**src/rtl/ptg_pkg.sv**
```systemverilog
package ptg_pkg;

  typedef enum logic [3:0] {
    PT_SKEW_A   = 4'd0,
    PT_SKEW_B   = 4'd1,
    PT_SKEW_ALT = 4'd2,
    PT_RDLVL_HI = 4'd3,
    PT_RDLVL_LO = 4'd4,
    PT_SKEW_STA = 4'd5,
    PT_AGG_VIC  = 4'd6,
    PT_TEST     = 4'd7,
    PT_SWITCH   = 4'd8,
    PT_VREF     = 4'd9,
    PT_XT_FULL  = 4'd10,
    PT_XT_FREE  = 4'd11,
    PT_ISI      = 4'd12
  } ptg_type_e;

  localparam logic [3:0] PT_LAST = 4'd12;

  // Row tables: bit r belongs to row r.
  localparam logic [63:0] AGG_ROWS = 64'hFFE0_A6B2_0AD5_2D4D;
  localparam logic [63:0] VIC_ROWS = 64'hFE6D_A6B3_8A55_52B8;
  // Reference-voltage map: byte n holds map entry n.
  localparam logic [63:0] VREF_MAP = 64'hFE6D_A633_8A55_52B8;

  function automatic logic type_ok(input logic [3:0] t);
    return t <= PT_LAST;
  endfunction

endpackage

```
**src/rtl/ptg_ctrl.sv**
```systemverilog
module ptg_ctrl #(
  parameter int CNT_W = 12
) (
  input  logic             clk,
  input  logic             rst_n,
  input  logic             start,
  input  logic [3:0]       cfg_type,
  input  logic [2:0]       cfg_lane,
  input  logic             cfg_half,
  input  logic [CNT_W-1:0] cfg_count,
  input  logic             out_ready,
  output logic             out_valid,
  output logic             done,
  output logic             type_err,
  output logic [CNT_W-1:0] idx_q,
  output logic [3:0]       type_q,
  output logic [2:0]       lane_q,
  output logic             half_q
);
  import ptg_pkg::*;

  logic             rst_m, rst_s;
  logic             act_q, act_n;
  logic [CNT_W-1:0] idx_n, cnt_q;
  logic             done_n, err_n;
  logic             beat, last_beat;

  // Reset: asserts immediately, releases on the clock.
  always_ff @(posedge clk or negedge rst_n) begin
    if (!rst_n) begin
      rst_m <= 1'b0;
      rst_s <= 1'b0;
    end else begin
      rst_m <= 1'b1;
      rst_s <= rst_m;
    end
  end

  assign beat      = act_q && out_ready;
  assign last_beat = beat && (idx_q == cnt_q - CNT_W'(1));

  always_comb begin
    act_n  = act_q;
    idx_n  = idx_q;
    done_n = 1'b0;
    err_n  = type_err;
    if (start) begin
      act_n  = (cfg_count != '0);
      idx_n  = '0;
      done_n = (cfg_count == '0);
      err_n  = !type_ok(cfg_type);
    end else if (beat) begin
      if (last_beat) begin
        act_n  = 1'b0;
        done_n = 1'b1;
      end else begin
        idx_n = idx_q + CNT_W'(1);
      end
    end
  end

  always_ff @(posedge clk or negedge rst_s) begin
    if (!rst_s) begin
      act_q    <= 1'b0;
      idx_q    <= '0;
      done     <= 1'b0;
      type_err <= 1'b0;
    end else begin
      act_q    <= act_n;
      idx_q    <= idx_n;
      done     <= done_n;
      type_err <= err_n;
    end
  end

  // Setup capture, enabled by start only.
  always_ff @(posedge clk or negedge rst_s) begin
    if (!rst_s) begin
      cnt_q  <= '0;
      type_q <= '0;
      lane_q <= '0;
      half_q <= 1'b0;
    end else if (start) begin
      cnt_q  <= cfg_count;
      type_q <= cfg_type;
      lane_q <= cfg_lane;
      half_q <= cfg_half;
    end
  end

  assign out_valid = act_q;

  p_stall_hold_r1: assert property (@(posedge clk) disable iff (!rst_s)
    out_valid && !out_ready && !start |=> out_valid && $stable(idx_q));
  p_idx_bound_r1: assert property (@(posedge clk) disable iff (!rst_s)
    out_valid |-> idx_q < cnt_q);
  p_done_idle_r2: assert property (@(posedge clk) disable iff (!rst_s)
    done |-> !out_valid);
  p_done_cause_r2: assert property (@(posedge clk) disable iff (!rst_s)
    done |-> $past(last_beat || (start && cfg_count == '0)));
  p_cfg_hold_r3: assert property (@(posedge clk) disable iff (!rst_s)
    !start |=> $stable(cnt_q) && $stable(type_q) && $stable(lane_q) && $stable(half_q));
  p_err_sticky_r13: assert property (@(posedge clk) disable iff (!rst_s)
    !start |=> $stable(type_err));

endmodule

```
**src/rtl/ptg_word.sv**
```systemverilog
module ptg_word #(
  parameter int CNT_W = 12
) (
  input  logic [CNT_W-1:0] idx,
  input  logic [3:0]       ptype,
  input  logic [2:0]       lane,
  input  logic             half,
  output logic [31:0]      word
);
  import ptg_pkg::*;

  logic [CNT_W-1:0] q2, q3, q4;
  logic [5:0]       row_f, row_e, row_o;
  logic [7:0]       byte_f, byte_e, byte_o, hot, xt;
  logic [15:0]      sta_sh;
  logic [7:0]       sta_b;
  logic             sw_bit, isi_bit, isi_inv;
  logic [31:0]      isi16;

  function automatic logic [7:0] row_byte(input logic [5:0] r, input logic [2:0] ln);
    logic [7:0] b;
    for (int j = 0; j < 8; j++)
      b[j] = (j == int'(ln)) ? AGG_ROWS[r] : VIC_ROWS[r];
    return b;
  endfunction

  assign q2 = idx >> 1;
  assign q3 = idx / CNT_W'(3);
  assign q4 = idx >> 2;

  assign row_f  = idx[5:0];
  assign row_e  = {idx[4:0], 1'b0};
  assign row_o  = {idx[4:0], 1'b1};
  assign byte_f = row_byte(row_f, lane);
  assign byte_e = row_byte(row_e, lane);
  assign byte_o = row_byte(row_o, lane);

  assign hot    = 8'd1 << lane;
  assign xt     = idx[0] ? ~hot : hot;
  assign sta_sh = 16'h00FF << q3[3:0];
  assign sta_b  = (q3 >= CNT_W'(16)) ? 8'h00 : sta_sh[15:8];

  always_comb begin
    if (!half) begin
      unique case (lane[1:0])
        2'd0:    sw_bit = idx[0];
        2'd1:    sw_bit = q2[0];
        2'd2:    sw_bit = q3[0];
        default: sw_bit = q4[0];
      endcase
    end else begin
      unique case (lane[1:0])
        2'd1:    sw_bit = idx[0];
        2'd2:    sw_bit = q2[0];
        default: sw_bit = q3[0];
      endcase
    end
  end

  // Interference: full width period 32, half width period 16.
  always_comb begin
    isi_bit = idx[4] ? (idx[2:0] == 3'd5 || idx[2:0] == 3'd7) : (idx[2:0] == 3'd6);
    isi_inv = idx[3];
    if (idx[3])
      isi16 = idx[1] ? 32'h0000_FFFF : 32'h0;
    else
      isi16 = (idx[1:0] == 2'd3) ? 32'hFFFF_0000 : 32'h0;
    if (idx[2]) isi16 = ~isi16;
  end

  always_comb begin
    word = 32'h0;
    unique case (ptype)
      PT_SKEW_A, PT_SKEW_B:
        word = half ? 32'h55AA_55AA :
               (idx == CNT_W'(0) || idx == CNT_W'(2) || idx == CNT_W'(5) || idx == CNT_W'(7))
               ? 32'h5555_5555 : 32'hAAAA_AAAA;
      PT_SKEW_ALT:
        word = half ? 32'h55AA_55AA : (idx[0] ? 32'hAAAA_AAAA : 32'h5555_5555);
      PT_RDLVL_HI, PT_RDLVL_LO: begin
        if (idx < (half ? CNT_W'(3) : CNT_W'(6))) word = 32'h0;
        else word = (ptype == PT_RDLVL_HI) ? 32'h8080_8080 : 32'h0101_0101;
      end
      PT_SKEW_STA:
        word = half ? 32'h00FF_00FF : {4{sta_b}};
      PT_AGG_VIC:
        word = half ? {byte_o, byte_o, byte_e, byte_e} : {4{byte_f}};
      PT_TEST: begin
        if (half) word = (idx == CNT_W'(0) || idx == CNT_W'(3)) ? 32'h0 : 32'hFFFF_FFFF;
        else      word = (idx >= CNT_W'(2) && idx <= CNT_W'(5)) ? 32'h0 : 32'hFFFF_FFFF;
      end
      PT_SWITCH:
        word = (half && lane[1:0] == 2'd0) ? 32'h0000_FFFF : {32{sw_bit}};
      PT_VREF:
        word = half ? {{16{VIC_ROWS[row_e]}}, {16{VIC_ROWS[row_o]}}}
                    : {32{VREF_MAP[{idx[5:3], idx[2:0]}]}};
      PT_XT_FULL:
        word = half ? {~xt, ~xt, xt, xt} : {4{xt}};
      PT_XT_FREE: begin
        if (half) word = idx[0] ? {16'h0, hot, hot} : {hot, hot, 16'h0};
        else      word = idx[0] ? 32'h0 : {4{hot}};
      end
      PT_ISI:
        word = half ? isi16 : {32{isi_bit ^ isi_inv}};
      default: word = 32'h0;
    endcase
  end

endmodule

```
**src/rtl/train_pattern_gen.sv**
```systemverilog
module train_pattern_gen #(
  parameter int CNT_W = 12
) (
  input  logic             clk,
  input  logic             rst_n,
  input  logic             start,
  input  logic [3:0]       cfg_type,
  input  logic [2:0]       cfg_lane,
  input  logic             cfg_half,
  input  logic [CNT_W-1:0] cfg_count,
  input  logic             out_ready,
  output logic             out_valid,
  output logic [31:0]      out_data,
  output logic             done,
  output logic             type_err
);

  logic [CNT_W-1:0] idx_q;
  logic [3:0]       type_q;
  logic [2:0]       lane_q;
  logic             half_q;

  ptg_ctrl #(.CNT_W(CNT_W)) u_ctrl (
    .clk       (clk),
    .rst_n     (rst_n),
    .start     (start),
    .cfg_type  (cfg_type),
    .cfg_lane  (cfg_lane),
    .cfg_half  (cfg_half),
    .cfg_count (cfg_count),
    .out_ready (out_ready),
    .out_valid (out_valid),
    .done      (done),
    .type_err  (type_err),
    .idx_q     (idx_q),
    .type_q    (type_q),
    .lane_q    (lane_q),
    .half_q    (half_q)
  );

  ptg_word #(.CNT_W(CNT_W)) u_word (
    .idx   (idx_q),
    .ptype (type_q),
    .lane  (lane_q),
    .half  (half_q),
    .word  (out_data)
  );

  p_stall_data_r1: assert property (@(posedge clk) disable iff (!rst_n)
    out_valid && !out_ready && !start |=> $stable(out_data));
  p_err_zero_r13: assert property (@(posedge clk) disable iff (!rst_n)
    type_err && out_valid |-> out_data == 32'h0);

endmodule

```
**config.mk**
```make
export PLATFORM = sky130hd
export DESIGN_NAME = train_pattern_gen
export DESIGN_NICKNAME = d
export VERILOG_FILES = /design/src/rtl/ptg_pkg.sv /design/src/rtl/ptg_ctrl.sv /design/src/rtl/ptg_word.sv /design/src/rtl/train_pattern_gen.sv
export SDC_FILE = /design/constraint.sdc
export NUM_CORES = 1
export LEC_CHECK = 0
export BUFFER_PORTS_ARGS = -buffer_cell sky130_fd_sc_hd__buf_2
export CAP_MARGIN = 25
export CORE_MARGIN = 8
export CORE_UTILIZATION = 48
export DETAILED_ROUTE_END_ITERATION = 12
export PLACE_DENSITY_LB_ADDON = 0.12
export REMOVE_ABC_BUFFERS = 1
export SYNTH_ARGS = -nofsm -noshare
export SYNTH_HDL_FRONTEND = slang
export SYNTH_HIERARCHICAL = 1
export SYNTH_SLANG_ARGS = --single-unit
export TNS_END_PERCENT = 20
```
**constraint.sdc**
```tcl
create_clock -name clk -period 4.24 [get_ports clk]
set_input_delay 0.636 -clock clk [delete_from_list [all_inputs] [get_ports clk]]
set_output_delay 0.636 -clock clk [all_outputs]
set_load 0.05 [all_outputs]
```
* After elaboration in Yosys (flattened, before gate mapping)
Memory sizes are Yosys's and may differ from the RTL's. Index checks and enable logic that the tools add are counted. W data, S select, Z words.
Storage, ports and cells: register bits 37, bits in latches 0, memory bits (writable) 0, ROM bits 320, output and inout bits 35, logic and storage cells 157, memories 7
Memories:
- (name not given) | words 64, bits a word 1, rd ports 1, clocked after Yosys merged registers in 0, write ports 0, line ptg_word.sv:23 | b[j] = (j == int'(ln)) ? AGG_ROWS[r] : VIC_ROWS[r];
- (name not given) | words 64, bits a word 1, rd ports 1, clocked after Yosys merged registers in 0, write ports 0, line ptg_word.sv:96 | : {32{VREF_MAP[{idx[5:3], idx[2:0]}]}};
- (name not given) | words 64, bits a word 1, rd ports 1, clocked after Yosys merged registers in 0, write ports 0, line ptg_word.sv:23
- (name not given) | words 32, bits a word 1, rd ports 1, clocked after Yosys merged registers in 0, write ports 0, line ptg_word.sv:23
- (name not given) | words 32, bits a word 1, rd ports 1, clocked after Yosys merged registers in 0, write ports 0, line ptg_word.sv:23
- (name not given) | words 32, bits a word 1, rd ports 1, clocked after Yosys merged registers in 0, write ports 0, line ptg_word.sv:23
- 1 more memories
Cells by class: add/subtract/negate cells 2, $mul 0, div/mod/pow operators 1, magnitude comparators 8, equal/unequal tests 31, shift-type cells 2, multiplexer cells 70, bitwise operators 4, reductions and logical operators 22
Operators by type and width (count):
- $mux W32 | 21
- $pmux W32 S11 | 1
- $mux W1 | 39
- $mux W12 | 3
- $not A32 Y32 | 1
- $eq A12 B2 Y1 const B | 2
- $eq A12 B3 Y1 const B | 2
- $logic_not A12 Y1 | 2
- $lt A6 B7 Y1 const B | 3
- $eq A4 B4 Y1 const B | 5
- $eq A4 B3 Y1 const B | 4
- $mux W16 | 1
- $mux W8 | 2
- $not A8 Y8 | 2
- $shl A8 B4 Y16 const A | 1
- $add A12 B1 Y12 const B | 1
- $div A12 B2 Y12 const B | 1
- $eq A12 B12 Y1 | 1
- $eq A3 B3 Y1 const A | 4
- $ge A12 B2 Y1 const B | 1
- $ge A12 B5 Y1 const B | 1
- $le A12 B3 Y1 const B | 1
- $lt A12 B12 Y1 | 1
- $reduce_bool A12 Y1 | 1
- other kinds (24) | 39

* Longest topological paths before layout
Gate-level depths: netlist (run 1).
depth after elaboration 7, depth in mapped cells 19

* Modules after synthesis
The synthesis (run 1) kept the hierarchy.
Modules (own cells, without submodules):
- ptg_word | instances 1, cells each 521, area an instance 3533.4 um^2, sequential area each 0.0 um^2
- ptg_ctrl | instances 1, cells each 211, area an instance 2125.8 um^2, sequential area each 925.9 um^2

* Worst setup path after synthesis (run 1)
OpenSTA, ideal clock, no wires.
path kind reg2out, from register u_ctrl.idx_q[7], to output port out_data[14], arrival time 4.581 ns, setup slack -0.977 ns, stages on the path, launching flop included 17, buffers on the path 1, cell sequence dfrtp_1 -> buf_6 -> nor3b_2 -> a211oi_1 -> o32a_4 -> a21boi_2 -> o21bai_2 -> a221o_1 -> a21oi_1 -> xnor2_1 -> ha_1 -> nor2_1 -> a32o_1 -> a211o_1 -> or2_1 -> xnor2_1 -> o2111ai_1
Between the ends: cells in the longest elaborated chain, start to end 7
Ends and longest elaborated chain:
- from (decl) | line ptg_ctrl.sv:15 | output logic [CNT_W-1:0] idx_q,
- from (signal assigned) | line ptg_ctrl.sv:70 | idx_q <= idx_n;
- parallel branches: the longest is 6 deep, another holds $div A12 B2 Y12
- $pmux W32 S11 * | line ptg_word.sv:73 | unique case (ptype)
- to (decl) | line train_pattern_gen.sv:13 | output logic [31:0] out_data,
Every way passes the cells marked *.

* Worst setup path after layout (run 1)
from register u_ctrl.idx_q[10], to output port out_data[2]
The elaborated chain is that of the path after synthesis.

==> flow_summary.ini, run 1 <==
[yosys]
synth_top_area_frac = 0.164
ys_types = 105
ys_seq_elements = 37
synthCells = 732
synth_edf_count = 0
postSynthAreaPerCell_sq_um = 7.73
ys_warn_count = 6
async_reset_ff_frac = 1.00
ys_seq_area_frac = 0.164
yosysTopAreaCell = dfrtp_1
netlist_top_cells_area = dfrtp_1, ha_1, nand2_1
synth_ff_type = dfrtp_1
synth_area_sq_mm = 0.00566

[cells_and_area]
syn2layout_area_growth_pct = 25.9
diodes = 0
final_cell_mix = buf_4, nand2_1, nor2_1
fin_area_sq_mm = 0.00713
layout_commonest_cell = buf_4
drive_above_1_share = 0.297
fin_nets = 891

[critical_path]
start_kind = flop
end_kind = output port
cp_data_required_time_ps = 3600
crit_slowest_cell = dfrtp_2
cpMostUsedCell = buf_6
critPathKind = flop to output port
path_max_fanout = 5
slowest_delay_ps = 410
crit_chain = buf_6 > buf_6 > nor4bb_4 > o21a_1 > o22ai_4 > a21boi_2 > o32ai_2 > a221o_1 > a21oi_2 > xnor2_1 > ha_2 > buf_6 > nor3_4 > a22oi_1 > nand2_1 > o2111a_1 > o41ai_2 > buf_4 > nand4_1 > buf_6
worstPathArrival_ps = 4380

[clock_tree]
clkSinkCount = 37
htree_levels = 2
cts_buffers = 5
cts_hold_buf = 0
cts_tree = yes
clockBufferDepth = 2
root_buffer = clkbuf_16
clk-insertion-delay-late_ps = 290
clk_pin_slew_ps = 60

[placement]
post_dp_cell_area_sq_mm = 0.00638
port_buffers = 58
gp_congestion = 0.958
preCtsSetupSlack_ps = -599
hpwlAfterDp_mm = 13.4

[die]
start_util = 0.494
die_x_microns = 125
core_sq_mm = 0.0115
rows = 39
fp.dieH_microns = 125
io_pins = 59
dieArea_sq_mm = 0.0155

[grt]
grt.overflow.total = 0
grt_pass1_wl_mm = 29.6
grt_max_degree = 49
grt_pass1_vias = 6006
track_usage = 0.223
antenna_found_initial = 0

[sta]
worst_pin_slew_ps = 889
fin_skew_ps = 5.71
relSlewSlack = 0.403
setup_violations = 32
fin_crit_ps = 5010
slew_viol_final = 0
post-route-period-util = 1.18
fmax_mhz = 199
rsz0062_at_grt = yes
finalHoldViolations = 0
setup_ws_ps = -773

[routing]
drt-wirelength-per-cell_microns = 18.8
first_pass_iters = 6
vias_per_cell = 6.37
dr_total_vias = 6225
drtIter0Drc = 551
antenna_left = 0
postRouteWirelength_mm = 18.4
post-route-drc-count = 0

[pwr]
p_total_mw = 1.71
peakVddDrop_mv = 0.288
pwr_density_cell_mw_per_mm2 = 240
p_leak_nw = 3.18

[run_status]
violations = negative setup slack
status = finished with violations

[worst_hold_path]
hold_class = primary input to async pin

[job]
maxCapViolCount = 0
[report_power, final]
group          switching, mW  internal, mW
Clock                  0.139         0.249
Combinational          0.582         0.321
Sequential            0.0424         0.376
Total                  0.763         0.945
[Yosys cell counts (all sizes together), types with 7 or more instances]
master / number
nand2: 74
a21oi: 56
nor2: 52
o21ai: 49
dfrtp: 37
ha: 34
inv: 29
mux2: 26
xnor2: 25
buf: 24
nand3: 24
clkbuf: 22
nor3: 22
nand4: 21
nor2b: 21
mux2i: 14
a211oi: 13
nor4: 12
o22ai: 12
xor2: 12
and2: 9
nand2b: 9
o2111ai: 9
a221oi: 8
nor3b: 7
o211ai: 7
[final timing paths]
kind	startpoint	to	slack, ps	cells past startpoint
max	u_ctrl/idx_q[10]$_DFFE_PN0P_	out_data[2]	-770	20
min	rst_n	u_ctrl/rst_s$_DFF_PN0_	130	1
max reg2reg	u_ctrl/cnt_q[0]$_DFFE_PN0P_	u_ctrl/idx_q[9]$_DFFE_PN0P_	1450	9
min reg2reg	u_ctrl/rst_s$_DFF_PN0_	u_ctrl/lane_q[2]$_DFFE_PN0P_	260	1
max in group asynchronous	u_ctrl/rst_s$_DFF_PN0_	u_ctrl/idx_q[9]$_DFFE_PN0P_	3640	1
min in group clk	u_ctrl/rst_m$_DFF_PN0_	u_ctrl/rst_s$_DFF_PN0_	360	0
[metrics by stage]
stage / hold slack [ps] / TNS, ps / cells / util
final: 131 / -19790 / 977 / 0.621
after global routing: 130 / -26070 / 977 / 0.621
after CTS: 125 / -18180 / 973 / 0.605
after detailed placement: 290 / -14880 / 953 / 0.557
after global placement: 290 / -11580 / 953 / 0.557
after floorplan: 331 / -26700 / 686 / -
[final cells by class]
| class | instances | area (sq um) |
|---|---|---|
| inverter | 30 | 113 |
| multi-input combinational | 619 | 4640 |
| tap | 143 | 179 |
| timing repair buffer | 140 | 1110 |
| sequential | 37 | 932 |
| clock buffer | 7 | 153 |
| clock inverter | 1 | 5.00 |
| fill | 1005 | 4340 |
[sequential cells by signal (all words and copies together), names as in the netlist]
register	cells
u_ctrl/out_valid	1
u_ctrl/idx_q	12
u_ctrl/half_q	1
u_ctrl/done	1
u_ctrl/cnt_q	12
u_ctrl/type_err	1
u_ctrl/rst_m	1
u_ctrl/lane_q	3
u_ctrl/rst_s	1
u_ctrl/type_q	4
[metal layers]
layer,vias to the layer above,track usage,wire length [microns]
li1,2944,-,-
met3,54,0.0413,1330
met2,275,0.363,8490
met4,0,0.0900,573
met5,-,0,0
met1,2952,0.283,8000
[timing repair]
action                     4_1_cts  5_1_grt
pin swaps                       31       18
resized for setup               88       30
setup buffers                   13        4
setup endpoints to repair       32       32
[worst max-delay path, delay by kind of cell, from the launching register on]
kind | cells | cell delay (ps)
xor gates and xnor gates | 1 | 130
AOI/OAI and AO/OA | 9 | 1940
buffers and inverters | 5 | 790
and+or+nand+nor | 4 | 550
adders and majority gates | 1 | 240
DFF | 1 | 410
[cells by family (layout without fill, tap and decap cells)]
logic type / Yosys count / count (layout) / synth area share
AND/OR/NAND/NOR: 284 / 284 / 0.272
adder cells (fa/ha/maj): 34 / 34 / 0.0752
AO/OA/AOI/OAI: 222 / 222 / 0.285
flip-flops: 37 / 37 / 0.164
XOR/XNOR: 37 / 37 / 0.0573
multiplexers: 41 / 41 / 0.0845
buffers and inverters: 76 / 178 / 0.0626
other: 1 / 1 / 0.000663
Power figures use the tool's default switching activity.
==> run 2: changes to the inputs <==
- CORE_UTILIZATION: 48 -> 56
==> run 2 against run 1 <==
The run still ends with negative setup slack left; power fell by 8.9%; register-to-register slack barely moved; sequential power barely moved; clock power fell by 40%.
==> flow_summary.ini, run 2 (synthesis results as in run 1) <==
[grt]
grt_max_degree = 49
track_usage = 0.268
grt_pass1_wl_mm = 29.5
antenna_found_initial = 0
grt_pass1_vias = 6181
met2_usage = 0.448
grt.overflow.total = 0
use_met1 = 0.341
grt-busiest-layer = met2
use_met3 = 0.0383

[critical_path]
crit_slowest_cell = dfrtp_2
critPathKind = flop to output port
worst_r2r_path_depth = 9
start_kind = flop
crit_chain = buf_6 > nor4bb_4 > o21a_1 > o22a_2 > nor3_4 > o32ai_2 > a221o_1 > a21oi_2 > xnor2_1 > ha_2 > a21oi_2 > nand2_1 > a21oi_2 > a22o_1 > nor3_1 > o41ai_2 > buf_4 > nand4_1 > buf_6
critPathTopFamily = compound AO/OA/AOI/OAI gates
end_kind = output port
cpMostUsedCell = a21oi_2
worstPathArrival_ps = 4350
cp.depth = 19
slowest_delay_ps = 470
path_buf_inv = 3
path_max_fanout = 8
cp_data_required_time_ps = 3600

[sta]
setup_violations = 32
setup_tns_ps = -19420
fin_crit_ps = 4980
rsz0062_at_grt = yes
worst_pin_slew_ps = 814
fmax_mhz = 201
slew_viol_final = 0
post-route-period-util = 1.18
finalHoldViolations = 0
fin_skew_ps = 8.95
relSlewSlack = 0.458
setup_ws_ps = -742

[die]
io_pins = 59
rows = 36
core_sq_mm = 0.00977
start_util = 0.579
dieArea_sq_mm = 0.0136
fp.dieH_microns = 117
die_x_microns = 117

[routing]
drtIter0Drc = 738
vias_per_cell = 6.56
dr_total_vias = 6289
drt-wirelength-per-cell_microns = 19.1
post-route-drc-count = 0
postRouteWirelength_mm = 18.3
first_pass_iters = 8
antenna_left = 0

[cells_and_area]
syn2layout_area_growth_pct = 23.4
ff_latch_area_sq_um = 933
reg.largest.list = u_ctrl/cnt_q (12), u_ctrl/idx_q (12), u_ctrl/type_q (4)
fillers = 829
diodes = 0
multiInputGateArea_sq_mm = 0.00465
final_cell_mix = buf_4, nand2_1, nor2_1
layout_commonest_cell = buf_4
drive_above_1_share = 0.293
final_util = 0.715
fin_nets = 883

[clock_tree]
root_buffer = clkbuf_8
cts_buffers = 5
clk-insertion-delay-late_ps = 290
clkSinkCount = 37
htree_levels = 2
clockBufferDepth = 2
clk_pin_slew_ps = 80
cts_tree = yes

[pwr]
pwr_density_cell_mw_per_mm2 = 223
peakVddDrop_mv = 0.239
p_leak_nw = 3.12
p_total_mw = 1.56

[worst_hold_path]
hold_class = primary input to async pin

[placement]
gp_congestion = 0.996
preCtsSetupSlack_ps = -652
port_buffers = 58
hpwlAfterDp_mm = 13.4

[run_status]
status = finished with violations
violations = negative setup slack

[job]
maxCapViolCount = 0
## run 2: cell types whose count changed in the layout (fill, tap and decap cells not counted), sizes merged
cell | previous run | this run
clkbuf | 7 | 6
buf | 140 | 131
o211a | 1 | 2
clkinv | 2 | 3
## run 2: power breakdown
group	switching (mW)	total (mW)	internal, mW
logic	0.589	0.907	0.318
clock network	0.119	0.233	0.114
registers	0.0407	0.416	0.375
## run 2: final cells by class
class,instances,area share
multi-input combinational,620,0.666
clock inverter,2,0.00143
sequential,37,0.134
clock buffer,6,0.0104
tap,133,0.0238
inverter,30,0.0161
timing repair buffer,131,0.149
## run 2: worst paths after layout
check,from,endpoint,slack [ps]
worst min-delay path,rst_n,u_ctrl/rst_m$_DFF_PN0_,120
worst max-delay path,u_ctrl/idx_q[7]$_DFFE_PN0P_,out_data[18],-740
max in group asynchronous,u_ctrl/rst_s$_DFF_PN0_,u_ctrl/idx_q[9]$_DFFE_PN0P_,3640
worst max register to register,u_ctrl/cnt_q[0]$_DFFE_PN0P_,u_ctrl/idx_q[11]$_DFFE_PN0P_,1440
worst min register to register,u_ctrl/rst_s$_DFF_PN0_,u_ctrl/type_q[3]$_DFFE_PN0P_,270
min in group clk,u_ctrl/rst_m$_DFF_PN0_,u_ctrl/rst_s$_DFF_PN0_,360
## run 2: metal layers
| layer | share of wire | vias up | wire length [microns] |
|---|---|---|---|
| li1 | - | 2931 | - |
| met1 | 0.42 | 2998 | 7750 |
| met2 | 0.47 | 312 | 8640 |
| met3 | 0.078 | 48 | 1430 |
| met4 | 0.026 | 0 | 473 |
| met5 | 0 | - | 0 |
## run 2: timing repair
item                                    CTS  global route
hold buffers                              0             0
hold endpoints to repair                  0             0
setup buffers                             2             1
endpoints found under the setup margin   32            32
resized for setup                        81            38
gates cloned                              0             1
pin swaps                                12            28
## run 2: metrics by stage
step                hold slack (ps)  instances  area, sq um
floorplan                       331        686         5420
global placement                285        947         6400
detailed placement              295        947         6400
CTS                             108        957         6790
global route                    109        959         6980
finish                          121        959         6980
==> run 3: changes to the inputs <==
- PLACE_DENSITY: not set -> 0.79
- PLACE_DENSITY_LB_ADDON: 0.12 -> not set
==> run 3 against run 2 <==
The run still ends with negative setup slack left; core utilization increased by 0.72 points; clock power increased by 4%; critical path type unchanged; largest cell class unchanged; maximum frequency shrank 0.61%; hold slack got worse by 6.1 ps; clock skew decreased by 4.0 ps; register-to-register slack is essentially flat; global-route usage decreased by 0.22 points; via count up 1.4%; power up 1.0%.
==> flow_summary.ini, run 3 (synthesis results as in run 1) <==
[critical_path]
cp_data_required_time_ps = 3600
rrSetupSlack_ps = 1450
crit_start = u_ctrl/idx_q[10]$_DFFE_PN0P_
crit_end = out_data[6]
start_kind = flop
worstReg2RegEnd = u_ctrl/idx_q[10]$_DFFE_PN0P_
path_max_fanout = 6
worst_r2r_path_depth = 9
timing.rr.start = u_ctrl/cnt_q[0]$_DFFE_PN0P_
worstPathArrival_ps = 4380
end_kind = output port
critPathKind = flop to output port

[placement]
placedCellCount = 941
gp_congestion = 0.970
port_buffers = 58
hpwlAfterDp_mm = 13.1

[cells_and_area]
final_cell_count_no_fill = 963
final_cell_mix = buf_4, nand2_1, nor2_1
final_util = 0.722
multiInputGateArea_sq_mm = 0.00466
fillers = 773
layout_commonest_cell = buf_4
ff_latch_area_sq_um = 932
reg.largest.list = u_ctrl/cnt_q (12), u_ctrl/idx_q (12), u_ctrl/type_q (4)
diodes = 0
drive_above_1_share = 0.294
syn2layout_area_growth_pct = 24.7
fin_nets = 887

[die]
rows = 36
io_pins = 59
fp.dieH_microns = 117
dieArea_sq_mm = 0.0136
core_sq_mm = 0.00977
die_x_microns = 117
start_util = 0.579

[sta]
finalHoldViolations = 0
post-route-period-util = 1.18
fin_crit_ps = 5010
relSlewSlack = 0.403
slew_viol_final = 0
fmax_mhz = 199
worst_pin_slew_ps = 889
rsz0062_at_grt = yes
fin_skew_ps = 4.97
setup_violations = 32
hold_ws_ps = 114
setup_ws_ps = -773

[run_status]
violations = negative setup slack
status = finished with violations

[clock_tree]
cts_tree = yes
htree_levels = 2
root_buffer = clkbuf_8
clockBufferDepth = 2
clkSinkCount = 37
clk-insertion-delay-late_ps = 290
cts_buffers = 5
cts_hold_buf = 0
clk_pin_slew_ps = 80

[grt]
grt_max_degree = 49
grt.overflow.total = 0
antenna_found_initial = 0
track_usage = 0.265
grt_pass1_vias = 6104
grt_pass1_wl_mm = 29.5

[pwr]
p_total_mw = 1.57
peakVddDrop_mv = 0.237
p_leak_nw = 3.16
pwr_density_cell_mw_per_mm2 = 223

[routing]
dr_total_vias = 6380
drtIter0Drc = 667
postRouteWirelength_mm = 18.2
post-route-drc-count = 0
drt-wirelength-per-cell_microns = 18.9
antenna_left = 0
first_pass_iters = 5
vias_per_cell = 6.63

[job]
maxCapViolCount = 0

[worst_hold_path]
hold_class = primary input to async pin
==> run 3: changes by cell type in the layout (fill, tap and decap cells not counted), sizes merged <==
cell and delta:
clkbuf -1, buf +4, clkinvlp +1
==> run 3: worst min-delay path by stage <==
| stage | from | end | slack [ps] | cells past startpoint |
|---|---|---|---|---|
| floorplan | u_ctrl/rst_m$_DFF_PN0_ | u_ctrl/rst_s$_DFF_PN0_ | 330 | 0 |
| finish | rst_n | u_ctrl/rst_s$_DFF_PN0_ | 110 | 1 |
| global route | rst_n | u_ctrl/rst_m$_DFF_PN0_ | 110 | 1 |
| detailed placement | u_ctrl/rst_s$_DFF_PN0_ | u_ctrl/type_q[2]$_DFFE_PN0P_ | 140 | 0 |
| global placement | u_ctrl/rst_s$_DFF_PN0_ | u_ctrl/lane_q[0]$_DFFE_PN0P_ | 130 | 0 |
| CTS | rst_n | u_ctrl/rst_m$_DFF_PN0_ | 110 | 1 |
==> run 3: stage by stage <==
step / cell area (sq um) / worst slack [ps] / setup TNS, ps
6_report: 7050 / -773 / -21300
5_1_grt: 7050 / -944 / -26980
4_1_cts: 6980 / -647 / -16320
3_5_place_dp: 6370 / -507 / -13220
3_3_place_gp: 6370 / -374 / -9170
2_1_floorplan: 5420 / -1290 / -26700
==> run 3: area by class of cell <==
class / count / area share
tap: 133 / 0.0236
multi-input combinational: 620 / 0.661
inverter: 30 / 0.0160
clock buffer: 5 / 0.00976
sequential: 37 / 0.132
clock inverter: 3 / 0.00248
timing repair buffer: 135 / 0.155
==> run 3: routing by layer <==
metal / track usage / vias to the layer above / part of all wire / routed length (microns)
met2: 0.438 / 337 / 0.46 / 8440
met5: 0 / - / 0 / 0
li1: - / 2930 / - / -
met4: 0.0882 / 0 / 0.027 / 491
met1: 0.345 / 3053 / 0.43 / 7760
met3: 0.0403 / 60 / 0.085 / 1540
==> run 3: critical path, cell delays in order, from the launching register on <==
cell and delay [ps]:
dfrtp_2 490, buf_6 150, and4bb_1 230, o21a_1 250, o22a_2 240, nor3_4 170, o32ai_2 130, a221o_1 370
a21oi_2 160, xnor2_1 150, ha_2 210, nor2_1 60, a32o_1 230, a211o_1 320, or2_4 310, a211oi_4 260
nand4b_1 150, buf_6 210
==> run 3: power breakdown <==
group / internal [mW] / leakage, nW / switching (mW) / total [mW]
clock: 0.113 / 0.0439 / 0.130 / 0.243
sequential: 0.375 / 0.456 / 0.0463 / 0.421
combinational: 0.324 / 2.66 / 0.583 / 0.907
==> run 3: what timing repair did <==
item	CTS	global route
pin swaps	42	8
hold endpoints to repair	0	0
gates resized for setup	109	12
gates cloned	1	0
setup endpoints to repair	32	32
buffers inserted	13	1
